## src/rtl/bpsk_demod_pkg.sv

```systemverilog
package bpsk_demod_pkg;

   // Live sample and the sample one strobe (half a carrier period) older.
   typedef struct packed {
      logic live;
      logic late;
   } sample_pair_t;

   // A pair of equal samples marks a phase reversal and forces the data bit.
   function automatic logic pair_forces(sample_pair_t p);
      return p.live ~^ p.late;
   endfunction

   localparam int unsigned WARMUP_STROBES = 2;

endpackage

```

## src/rtl/bpsk_sync.sv

```systemverilog
module bpsk_sync #(
   parameter int unsigned STAGES = 2,
   parameter int unsigned WIDTH  = 2
) (
   input  logic             clk,
   input  logic             rst_n,
   input  logic [WIDTH-1:0] d,
   output logic [WIDTH-1:0] q
);

   logic [WIDTH-1:0] chain [STAGES];

   generate
      if (STAGES < 1) begin : g_bad_stages
         $error("bpsk_sync: STAGES must be at least 1");
      end
      for (genvar i = 0; i < STAGES; i++) begin : g_stage
         if (i == 0) begin : g_first
            always_ff @(posedge clk or negedge rst_n) begin
               if (!rst_n) chain[0] <= '0;
               else        chain[0] <= d;
            end
         end else begin : g_next
            always_ff @(posedge clk or negedge rst_n) begin
               if (!rst_n) chain[i] <= '0;
               else        chain[i] <= chain[i-1];
            end
         end
      end
   endgenerate

   assign q = chain[STAGES-1];

endmodule

```

## src/rtl/bpsk_pair_sampler.sv

```systemverilog
module bpsk_pair_sampler
   import bpsk_demod_pkg::*;
#(
   parameter bit STROBE_EDGE = 1'b0
) (
   input  logic         clk,
   input  logic         rst_n,
   input  logic         carrier_s,
   input  logic         strobe_s,
   output sample_pair_t pair,
   output logic         upd
);

   localparam int unsigned CNT_W = $clog2(WARMUP_STROBES + 1);

   logic             en;
   logic [CNT_W-1:0] seen;

   generate
      if (STROBE_EDGE) begin : g_edge
         logic strobe_q;
         always_ff @(posedge clk or negedge rst_n) begin
            if (!rst_n) strobe_q <= 1'b0;
            else        strobe_q <= strobe_s;
         end
         assign en = strobe_s & ~strobe_q;
      end else begin : g_pulse
         assign en = strobe_s;
      end
   endgenerate

   always_ff @(posedge clk or negedge rst_n) begin
      if (!rst_n) begin
         pair <= '0;
         seen <= '0;
         upd  <= 1'b0;
      end else begin
         upd <= en && (seen >= CNT_W'(WARMUP_STROBES - 1));
         if (en) begin
            pair.live <= carrier_s;
            pair.late <= pair.live;
            if (seen != CNT_W'(WARMUP_STROBES)) seen <= seen + 1'b1;
         end
      end
   end

endmodule

```

## src/rtl/bpsk_hold_detect.sv

```systemverilog
module bpsk_hold_detect
   import bpsk_demod_pkg::*;
(
   input  logic         clk,
   input  logic         rst_n,
   input  sample_pair_t pair,
   input  logic         upd,
   output logic         data_q,
   output logic         rclk_q,
   output logic         illegal_q
);

   sample_pair_t prev;
   logic         prev_ok;
   logic         next_data;

   assign next_data = pair_forces(pair) ? pair.live : data_q;

   always_ff @(posedge clk or negedge rst_n) begin
      if (!rst_n) begin
         data_q    <= 1'b0;
         rclk_q    <= 1'b0;
         illegal_q <= 1'b0;
         prev      <= '0;
         prev_ok   <= 1'b0;
      end else begin
         illegal_q <= 1'b0;
         if (upd) begin
            data_q    <= next_data;
            rclk_q    <= pair.live ^ next_data;
            prev      <= pair;
            prev_ok   <= 1'b1;
            illegal_q <= prev_ok && pair_forces(prev) && pair_forces(pair)
                         && (prev.live == pair.live);
         end
      end
   end

endmodule

```

## src/rtl/bpsk_hold_demod.sv

```systemverilog
module bpsk_hold_demod
   import bpsk_demod_pkg::*;
#(
   parameter int unsigned SYNC_STAGES = 2,
   parameter bit          STROBE_EDGE = 1'b0
) (
   input  logic clk,
   input  logic rst_n,
   input  logic carrier_in,
   input  logic strobe_in,
   output logic data_out,
   output logic rclk_out,
   output logic illegal_out
);

   localparam int unsigned IN_W = 2;

   logic [IN_W-1:0] raw_in;
   logic [IN_W-1:0] synced;
   sample_pair_t    pair;
   logic            upd;

   generate
      if (SYNC_STAGES < 1) begin : g_bad_sync
         $error("bpsk_hold_demod: SYNC_STAGES must be at least 1");
      end
   endgenerate

   assign raw_in = {strobe_in, carrier_in};

   bpsk_sync #(.STAGES(SYNC_STAGES), .WIDTH(IN_W)) u_sync (
      .clk   (clk),
      .rst_n (rst_n),
      .d     (raw_in),
      .q     (synced)
   );

   bpsk_pair_sampler #(.STROBE_EDGE(STROBE_EDGE)) u_sampler (
      .clk       (clk),
      .rst_n     (rst_n),
      .carrier_s (synced[0]),
      .strobe_s  (synced[1]),
      .pair      (pair),
      .upd       (upd)
   );

   bpsk_hold_detect u_detect (
      .clk       (clk),
      .rst_n     (rst_n),
      .pair      (pair),
      .upd       (upd),
      .data_q    (data_out),
      .rclk_q    (rclk_out),
      .illegal_q (illegal_out)
   );

endmodule

```

## config.mk

```make
export PLATFORM = sky130hd
export DESIGN_NAME = bpsk_hold_demod
export DESIGN_NICKNAME = d
export VERILOG_FILES = /design/src/rtl/bpsk_demod_pkg.sv /design/src/rtl/bpsk_sync.sv /design/src/rtl/bpsk_pair_sampler.sv /design/src/rtl/bpsk_hold_detect.sv /design/src/rtl/bpsk_hold_demod.sv
export SDC_FILE = /design/constraint.sdc
export NUM_CORES = 1
export LEC_CHECK = 0
export BUFFER_PORTS_ARGS = -buffer_cell sky130_fd_sc_hd__clkbuf_2
export CAP_MARGIN = 20
export CORE_MARGIN = 4
export CORE_UTILIZATION = 45
export CTS_CLUSTER_DIAMETER = 50
export DETAILED_ROUTE_END_ITERATION = 10
export PLACE_DENSITY = 0.68
export SETUP_SLACK_MARGIN = 0.3
export SLEW_MARGIN = 20
export SYNTH_ARGS = -nofsm -noshare
export SYNTH_HDL_FRONTEND = slang
export SYNTH_HIERARCHICAL = 1
export SYNTH_SLANG_ARGS = --single-unit
export TNS_END_PERCENT = 1
```

## constraint.sdc

```tcl
create_clock -name clk -period 1.4 [get_ports clk]
set_input_delay 0.21 -clock clk [delete_from_list [all_inputs] [get_ports clk]]
set_output_delay 0.21 -clock clk [all_outputs]
set_load 0.01 [all_outputs]
```

# Word-level counts from Yosys, hierarchy flattened
# Index checks and enable logic that the tools add are counted.
# W data, S select, Z words.
totals:
  reg_bits: 15
  latch_bits: 0
  ram_bits: 0
  rom_bits: 0
  input_bits: 4
  out_inout_bits: 3
  word_cells: 26
  mem_count: 0
op_classes:
  n_addsub: 1
  n_mul: 0
  div: 0
  magnitude_cmp: 1
  eq_ne: 2
  n_shift: 0
  muxes: 2
  n_bitwise: 3
  reduce_logical: 5
op_table:
  columns: ["cell", "n"]
  rows:
  - ["$logic_and A1 B1 Y1", 4]
  - ["$add A2 B1 Y2 const B", 1]
  - ["$ge A2 B1 Y1 const B", 1]
  - ["$mux W1", 2]
  - ["$ne A2 B2 Y1 const B", 1]
  - ["$reduce_and A2 Y1", 1]
  - ["$xnor A1 B1 Y1", 2]
  - ["$eq A1 B1 Y1", 1]
  - ["$xor A1 B1 Y1", 1]

# Depth between registers and ports, before layout
# Gate-level depths: netlist of the first run.
depth:
  ltp_word: 5
  ltp_mapped: 4
  ltp_nobuf: 4

# Hierarchy
# Netlist of the first run, hierarchy kept.
modules_own_cells:
  columns: ["module", "n_inst", "cells_each", "area_each_um2", "seq_area_each_um2"]
  rows:
  - ["bpsk_hold_detect", 1, 21, 255.2, 150.1]
  - ["bpsk_pair_sampler", 1, 15, 224.0, 125.1]
  - ["bpsk_sync", 1, 6, 115.1, 100.1]

# Worst setup path after synthesis of the first run
# Ideal clock, no wire load.
synth_path:
  kind: "register -> register"
  start: "register u_sampler.seen[0]"
  end: "register u_sampler.seen[1]"
  arrival_ns: 1.003
  slack_ns: 0.272
  stages_incl_launch_ff: 5
  synth_period_minus_slack_ns: 1.128
  path_cell_list: "dfrtp_1 inv_1 ha_1 nor2b_4 mux2_4"
synth_via:
  elab_chain_cells: 2
  elab_cells_between_ends: 3
  classes_between: "add/sub: 1; eq/ne: 1; reduce/logical: 1"
synth_lines:
  columns: ["item", "line", "source"]
  rows:
  - ["start, declared", "bpsk_pair_sampler.sv:17", "logic [CNT_W-1:0] seen;"]
  - ["start signal, assigned", "bpsk_pair_sampler.sv:42", "if (seen != CNT_W'(WARMUP_STROBES)) seen <= seen + 1'b1;"]
  - ["$ne A2 B2 Y1", "bpsk_pair_sampler.sv:42", null]
  - ["$reduce_and A2 Y1 (no source line)", null, null]
# Parallel ways exist; a longest one is shown, timed or not.
# A chain may end at the register's enable or synchronous reset.

# Worst setup path after layout of the first run
layout_path:
  start: "register u_sampler.seen[1]"
  end: "register u_sampler.seen[1]"
# Same word-level chain as after synthesis.

==> flow_metrics.tcl, run 1 <==
set metrics [dict create \
    first_pass_iters 4 \
    grt_max_degree 16 \
    cp_slowest_cell "dfrtp_1" \
    required_ns 1.57 \
    critPathMaxStageDelay_ns 0.41 \
    vias 347 \
    grt_pass1_wl_um 1610 \
    antenna_found_initial 0 \
    holdPathEnd "u_sync/chain[3]" \
    rrSetupSlack_ns 0.26 \
    syn_to_final_growth_pct 18.7 \
    worst_pin_slew_ns 0.363 \
    place_congestion 0.695 \
    finalSetupViolations 0 \
    fin_setup_tns_ns 0 \
    numCtsBuffers 3 \
    critPathLaunchType "register" \
    post-route-period-util_pct 81.2 \
    hold_class "in2reg" \
    drt-vias-per-instance 5.03 \
    drt-initial-drc-count 2 \
    syn-num-nets 48 \
    reg2reg_to "u_sampler/seen[1]" \
    status "finished, final reports clean" \
    hold_slack_ns 0.0332 \
    critPathCaptureType "register" \
    yosysSeqAreaShare_pct 63.2 \
    synthCells 42 \
    rows 12 \
    synth.distinct_cells 22 \
    die_area_um2 1970 \
    port_buffers 6 \
    p_leak_uw 0.000328 \
    drive_above_1_share_pct 49.1 \
    relSlewSlack_pct 75.8 \
    dpl.hpwl_um 572 \
    crit_type "reg2reg" \
    num_io_pins 7 \
    antenna_cells 0 \
    path_buf_inv 0 \
    cp_max_fo 3 \
    cts_tree "yes" \
    drc 0 \
    yosys_warnings 6 \
    wl_um 863 \
    synth_area_per_cell_um2 14.2 \
    power_density_nw_per_um2 1750 \
    netlist_area_um2 594 \
    peakVddDrop_uv 843 \
    fin_cells 69 \
    rsz0062_at_grt "yes" \
    worstPathArrival_ns 1.31 \
    hp-start "strobe_in" \
    cts_htree_levels 1 \
    crit_chain "ha_2 > nor2b_4 > mux2_4" \
    layout_min_cycle_time_ns 1.14 \
    coreArea_um2 1170 \
    critPathTopFamily "flip-flops" \
    cts_num_sinks 15 \
    drtAntennaViolNets 0 \
    ff2ff_path_depth 3 \
    n_fill_cell 108 \
    overflow 0 \
    final.setup_skew_ns 0.000747 \
    final-hold-violation-count 0 \
    maxCapViolations 0 \
    slew_violations 0 \
    path_clk_slew_ns 0.09 \
    routedWlPerCell_um 12.5 \
    root_buffer "clkbuf_4" \
    fp.dieW_um 44.3 \
    whs_path_depth 1 \
    die_y_um 44.3 \
    clock_path_buffers 2 \
    start_util_pct 50.7 \
    clock.fmax_ghz 0.879 \
    insertion_delay_ns 0.28 \
    first_global_vias 375 \
    final_nets 62 \
    dp.cells 59 \
    ys_ff_latch 15 \
    grt_usage_pct 11.6 \
    r2r_start "u_sampler/seen[1]" \
]
report_power, final:
group | internal [uW] | switching (uW) | leakage, uW | total [uW]
Combinational | 211 | 148 | 0.000138 | 359
Sequential | 546 | 90.3 | 0.000173 | 637
Clock | 106 | 136 | 0.0000177 | 242
Total | 863 | 374 | 0.000328 | 1240
layout make-up:
type	instances	area (um2)	area share, %
clock buffers	3	22.5	3.19
clock inverters	1	5.00	0.709
inverters	2	7.51	1.06
multi-input cells	22	199	28.2
flip-flops and latches	15	377	53.4
well taps	14	17.5	2.48
repair buffers	12	77.6	11.0
layout by cell type, fill, tap and decap left out, types with 3 or more instances in the layout:
master / n
mux2_2: 4
dfrtp_1: 14
clkbuf_4: 3
clkbuf_2: 6
buf_4: 5
cells in the mapped netlist:
cell       n  area share (%)
a21oi_1    1            0.84
a22o_2     1             1.7
a31oi_1    1             1.1
a21o_1     1             1.3
ha_1       2             4.2
or2_2      1             1.1
nand4_1    1             1.1
mux2_4     1             2.5
nand3b_1   1             1.3
nor2b_1    1             1.1
nor2b_4    1             2.3
or3b_1     1             1.5
or4_1      1             1.3
mux2_2     4             7.6
dfrtp_1   15              63
xnor2_1    1             1.5
inv_1      2             1.3
nor2_1     1            0.63
buf_4      2             2.5
nand2b_1   1             1.1
clkbuf_1   1            0.63
nand2_1    1            0.63
logic make-up after synthesis:
group                      Yosys count  share of synthesized area [%]
muxes                                5                           10.1
adders and majority gates            2                           4.21
buffers and inverters                5                           4.42
AOI/OAI and AO/OA                    4                           4.84
DFF                                 15                           63.2
and+or+nand+nor                     10                           11.8
xor gates and xnor gates             1                           1.47
registers in the layout, summed over array words and instances (netlist names):
register and flops:
u_detect/data_q 1, u_detect/illegal_q 1, u_detect/prev 2, u_detect/prev_ok 1, u_detect/rclk_q 1, u_sampler/pair 2, u_sampler/seen 2, u_sampler/upd 1
u_sync/chain 2, u_sync/q 2
what timing repair did:
| item | 4_1_cts | 5_1_grt |
|---|---|---|
| gates resized for setup | 1 | 2 |
| hold buffers | 1 | 0 |
| setup endpoints to repair | 2 | 5 |
| buffers inserted | 5 | 0 |
| pin swaps | 0 | 3 |
| hold endpoints to repair | 15 | 0 |
metrics by stage:
| stage | util [%] | area, um2 | setup WS (ns) | power (uW) |
|---|---|---|---|---|
| 2_1_floorplan | - | 597 | 0.282 | 875 |
| 3_3_place_gp | 53.4 | 626 | 0.262 | 939 |
| 3_5_place_dp | 53.4 | 626 | 0.237 | 964 |
| 4_1_cts | 59.9 | 702 | 0.263 | 1240 |
| 5_1_grt | 60.3 | 706 | 0.230 | 1320 |
| 6_report | 60.3 | 706 | 0.263 | 1240 |
metal layers:
metal  track usage [%]  vias up  share of wire [%]
li1                  -      167                  -
met1              12.6      173                 42
met2              19.5        7                 53
met3              2.44        0                5.0
met4              9.04        0                  0
met5                 0        -                  0
how the worst max path moves through the flow:
| stage | startpoint | end | slack (ns) | depth (start not counted) |
|---|---|---|---|---|
| 3_5_place_dp | u_sampler/pair[0] | u_detect/illegal_q | 0.24 | 2 |
| 6_report | u_sampler/seen[1] | u_sampler/seen[1] | 0.26 | 3 |
| 3_3_place_gp | u_sampler/pair[1] | u_detect/illegal_q | 0.26 | 2 |
| 5_1_grt | u_sampler/seen[1] | u_sampler/seen[1] | 0.23 | 3 |
| 4_1_cts | u_sampler/seen[0] | u_sampler/seen[1] | 0.26 | 4 |
| 2_1_floorplan | u_sampler/pair[0] | u_detect/illegal_q | 0.28 | 2 |
Power figures use the tool's default switching activity.
==> inputs of run 2 (changes only) <==
--- a/config.mk
+++ b/config.mk
@@ -11,7 +11,7 @@
 export CORE_UTILIZATION = 45
 export CTS_CLUSTER_DIAMETER = 50
 export DETAILED_ROUTE_END_ITERATION = 10
-export PLACE_DENSITY = 0.68
+export PLACE_DENSITY = 0.71
 export SETUP_SLACK_MARGIN = 0.3
 export SLEW_MARGIN = 20
 export SYNTH_ARGS = -nofsm -noshare
==> constraint.sdc (replaced) <==
create_clock -name clk -period 0.97 [get_ports clk]
set_input_delay 0.1455 -clock clk [delete_from_list [all_inputs] [get_ports clk]]
set_output_delay 0.1455 -clock clk [all_outputs]
set_load 0.01 [all_outputs]
==> run 2 against run 1 <==
Critical path type unchanged. Fmax up 1.6%. Die area unchanged. First-iteration DRC count did not move. Clock skew is 0.00053 ns higher. Via count is 3.5% higher. Worst hold slack improved by 0.28 ns. Routed wire length down 0.93%. Combinational power grew 77%. Worst setup slack got worse by 0.41 ns. Largest cell class unchanged. Sequential power grew 45%. The flow now finishes with violations (negative setup slack). Total power grew 52%. Core utilization rose by 4.6 points.
==> flow_metrics.tcl, run 2 (synthesis gave the netlist of run 1 again) <==
set metrics [dict create \
    worstPathArrival_ns 1.28 \
    critPathLaunchType "register" \
    path_clk_slew_ns 0.08 \
    cts_htree_levels 1 \
    layout_min_cycle_time_ns 1.12 \
    route.met3.wl_um 46 \
    cts_num_sinks 15 \
    peakVddDrop_uv 1150 \
    cp_slowest_cell "dfrtp_1" \
    cp_max_fo 3 \
    place_congestion 0.695 \
    die_y_um 44.3 \
    final_nets 67 \
    syn_to_final_growth_pct 27.8 \
    drtAntennaViolNets 0 \
    drive_above_1_share_pct 48.3 \
    start_util_pct 50.7 \
    rsz0062_at_grt "yes" \
    crit_type "reg2reg" \
    worst_pin_slew_ns 0.357 \
    port_buffers 6 \
    maxCapViolations 0 \
    post_cts_buffers 0 \
    vias 359 \
    crit_chain "ha_4 > nor2b_4 > mux2_4" \
    dr_wl_met2_um 459 \
    antenna_cells 0 \
    antenna_found_initial 0 \
    final-hold-violation-count 0 \
    critPathCaptureType "register" \
    fp.dieW_um 44.3 \
    power_density_nw_per_um2 2480 \
    post-route-period-util_pct 115 \
    drc 0 \
    cts_tree "yes" \
    final.setup_skew_ns 0.00127 \
    insertion_delay_ns 0.26 \
    routed.top_layer "met4" \
    coreArea_um2 1170 \
    grt_usage_pct 11.6 \
    final_util_pct 64.9 \
    first_global_vias 408 \
    num_io_pins 7 \
    dp_slack_ns -0.148 \
    setup_ws_ns -0.149 \
    required_ns 1.13 \
    slew_violations 0 \
    wl_um 855 \
    violations "negative setup slack" \
    routedWlPerCell_um 11.6 \
    root_buffer "clkbuf_4" \
    critPathMaxStageDelay_ns 0.42 \
    dp.cells 67 \
    first_pass_iters 2 \
    relSlewSlack_pct 76.2 \
    hold_class "in2async" \
    final_cell_mix "dfrtp_1, buf_4, clkbuf_2, mux2_2" \
    drt-initial-drc-count 2 \
    grt_max_degree 16 \
    die_area_um2 1970 \
    layout_commonest_cell "dfrtp_1" \
    p_leak_uw 0.000352 \
    rows 12 \
    wl_met1_um 339 \
    fin_cells 74 \
    drt-vias-per-instance 4.85 \
    numCtsBuffers 3 \
    finalSetupViolations 6 \
    status "finished with violations" \
    overflow 0 \
    clock.fmax_ghz 0.893 \
    grt_pass1_wl_um 1590 \
    clock_path_buffers 2 \
]
run 2: cell count changes in the layout (fill, tap and decap cells not counted), moves of 2 or more:
cell,delta
buf_2,+2
dlygate4sd3_1,+2
buf_4,+3
clkbuf_2,-2
run 2: power breakdown:
part           internal, uW  switching [uW]  total, uW
registers               788             135        923
clock network           159             166        325
logic                   389             248        637
total                  1340             548       1880
run 2: path summary, 6_finish.rpt:
path,start,endpoint,slack (ns),cells past startpoint
min reg2reg,u_sync/chain[3],u_sync/q[1],0.36,0
max reg2reg,u_sampler/seen[1],u_sampler/seen[1],-0.15,3
max in group asynchronous,rst_n,u_sampler/seen[0],0.40,2
min,rst_n,u_detect/illegal_q,0.31,2
min in group clk,u_sync/chain[3],u_sync/q[1],0.36,0
max,u_sampler/seen[1],u_sampler/seen[1],-0.15,3
run 2: layout make-up:
cell class,count,area [um2]
flip-flops and latches,15,375
well taps,14,17.5
inverters,2,7.51
multi-input cells,22,213
fillers,90,412
clock buffers,4,26.3
repair buffers,17,120
run 2: timing repair:
item,4_1_cts,5_1_grt
hold endpoints to repair,17,0
pin swaps,1,0
gates resized for setup,2,4
hold buffers,3,0
setup endpoints to repair,14,14
run 2: layer usage:
layer  GRT usage, %  up-vias
met5              0        -
met4           5.42        0
met2           22.1        7
met1           10.2      173
li1               -      177
met3           4.88        2
run 2: critical path, delay by kind of cell (launching register included):
family | cells | cell delay [ns]
fa+ha+maj | 1 | 0.18
mux | 1 | 0.30
simple gates | 1 | 0.11
flops | 1 | 0.42
run 2: metrics by stage:
step	hold WS [ns]	setup TNS [ns]	total power, uW	cell area (um2)
6_report	0.312	-0.471	1880	759
3_5_place_dp	0.0713	-0.511	1530	686
3_3_place_gp	0.0566	-0.365	1460	686
4_1_cts	0.313	-0.532	1910	752
5_1_grt	0.324	-0.741	2040	759
2_1_floorplan	-0.150	-0.393	1260	597
==> inputs of run 3 (changes only) <==
--- a/config.mk
+++ b/config.mk
@@ -9,6 +9,7 @@
 export CAP_MARGIN = 20
 export CORE_MARGIN = 4
 export CORE_UTILIZATION = 45
+export CTS_BUF_LIST = sky130_fd_sc_hd__clkbuf_16
 export CTS_CLUSTER_DIAMETER = 50
 export DETAILED_ROUTE_END_ITERATION = 10
 export PLACE_DENSITY = 0.71
==> run 3 against run 2 <==
Worst hold slack lost 0.30 ns. Largest cell class unchanged. Sequential power up 1%. Register-to-register slack about the same. First-iteration DRC count increased to 2.5 times the previous value. Combinational power rose by 7.7%. The flow still finishes with violations (negative setup slack). Clock skew down 0.00072 ns. Fmax shrank 1.2%. Die area unchanged. Sequential cell count is the same.
==> flow_metrics.tcl, run 3 (synthesis gave the netlist of run 1 again) <==
set metrics [dict create \
    clock_path_buffers 2 \
    design_area_um2 825 \
    critPathCaptureType "register" \
    peakVddDrop_uv 1560 \
    reg2reg_to "u_detect/data_q" \
    num_io_pins 7 \
    finalSetupViolations 8 \
    post-route-period-util_pct 117 \
    cts_num_sinks 15 \
    start_util_pct 50.7 \
    crit_type "reg2reg" \
    layout_min_cycle_time_ns 1.13 \
    p_leak_uw 0.000390 \
    fp.dieW_um 44.3 \
    path_clk_slew_ns 0.04 \
    die_y_um 44.3 \
    port_buffers 6 \
    insertion_delay_ns 0.24 \
    rows 12 \
    total_power_uw 2380 \
    power_density_nw_per_um2 2880 \
    r2r_start "u_sampler/pair[1]" \
    die_area_um2 1970 \
    overflow 0 \
    cp_max_fo 4 \
    wl_um 981 \
    fin_cells 73 \
    drive_above_1_share_pct 52.5 \
    worstPathArrival_ns 1.25 \
    place_congestion 0.695 \
    first_pass_iters 6 \
    antenna_found_initial 0 \
    violations "negative setup slack" \
    drtAntennaViolNets 0 \
    drt-initial-drc-count 5 \
    hp-start "carrier_in" \
    cts_htree_levels 1 \
    rrSetupSlack_ns -0.16 \
    coreArea_um2 1170 \
    ff2ff_path_depth 4 \
    rsz0062_at_grt "yes" \
    antenna_cells 0 \
    layout_commonest_cell "dfrtp_1" \
    final-hold-violation-count 0 \
    relSlewSlack_pct 86.3 \
    final.setup_skew_ns 0.000554 \
    hold_class "in2reg" \
    vias 372 \
    numCtsBuffers 3 \
    drt-vias-per-instance 5.10 \
    first_global_vias 415 \
    whs_path_depth 1 \
    final_nets 66 \
    root_buffer "clkbuf_16" \
    slew_violations 0 \
    worst_pin_slew_ns 0.205 \
    place_area_um2 686 \
    n_fill_cell 81 \
    routedWlPerCell_um 13.4 \
    grt_pass1_wl_um 1610 \
    grt_usage_pct 11.4 \
    dp.cells 67 \
    final_cell_mix "dfrtp_1, buf_4" \
    status "finished with violations" \
    grt_max_degree 16 \
    required_ns 1.09 \
    maxCapViolations 0 \
    clock.fmax_ghz 0.883 \
    critPathLaunchType "register" \
    setup_ws_ns -0.163 \
    syn_to_final_growth_pct 38.7 \
    hold_slack_ns 0.0150 \
    drc 0 \
    cts_tree "yes" \
    holdPathEnd "u_sync/chain[2]" \
]
## run 3: worst max path at each step
stage / start / endpoint
global placement: u_sampler/seen[1] / u_sampler/seen[1]
detailed placement: u_sampler/seen[0] / u_sampler/seen[1]
finish: u_sampler/pair[1] / u_detect/data_q
floorplan: u_sampler/pair[1] / u_detect/illegal_q
CTS: u_sampler/seen[1] / u_sampler/seen[1]
global route: u_sampler/pair[1] / u_detect/data_q
## run 3: through the flow
stage	worst slack, ns	setup TNS (ns)	utilization, %
after floorplan	-0.126	-0.393	-
after global placement	-0.128	-0.365	58.5
after detailed placement	-0.148	-0.511	58.5
after CTS	-0.158	-0.437	67.3
after global routing	-0.192	-0.928	70.4
final	-0.163	-0.648	70.4
## run 3: critical path, cell delays in order (launching register included)
cell and delay (ns):
dfrtp_1 0.40, buf_6 0.13, buf_6 0.11, a21o_1 0.14, a22o_2 0.24
## run 3: cell type report
cell class / count / area [um2] / area share [%]
flip-flops and latches: 15 / 377 / 45.7
clock buffers: 3 / 75.1 / 9.10
well taps: 14 / 17.5 / 2.12
clock inverters: 1 / 3.75 / 0.455
repair buffers: 16 / 121 / 14.7
multi-input cells: 22 / 223 / 27.0
inverters: 2 / 7.51 / 0.910
## run 3: layer usage
layer / up-vias / wire, um / track usage [%] / share of wire [%]
met5: - / 0 / 0 / 0
met4: 0 / 14 / 5.42 / 1.4
met3: 2 / 49 / 4.07 / 5.0
met2: 11 / 510 / 22.1 / 52
met1: 185 / 406 / 10.1 / 41
li1: 174 / - / - / -
## run 3: repair_timing
| item | CTS | global route |
|---|---|---|
| hold endpoints to repair | 15 | 0 |
| hold buffers | 1 | 0 |
| endpoints found under the setup margin | 14 | 29 |
| setup buffers | 0 | 1 |
| pin swaps | 2 | 1 |
| cloned | 0 | 0 |
| gates resized for setup | 3 | 13 |
## run 3: where the power goes
group / total, uW / internal [uW] / switching (uW) / leakage, uW
clock: 756 / 543 / 214 / 0.0000423
combinational: 686 / 416 / 270 / 0.000175
sequential: 933 / 795 / 139 / 0.000172
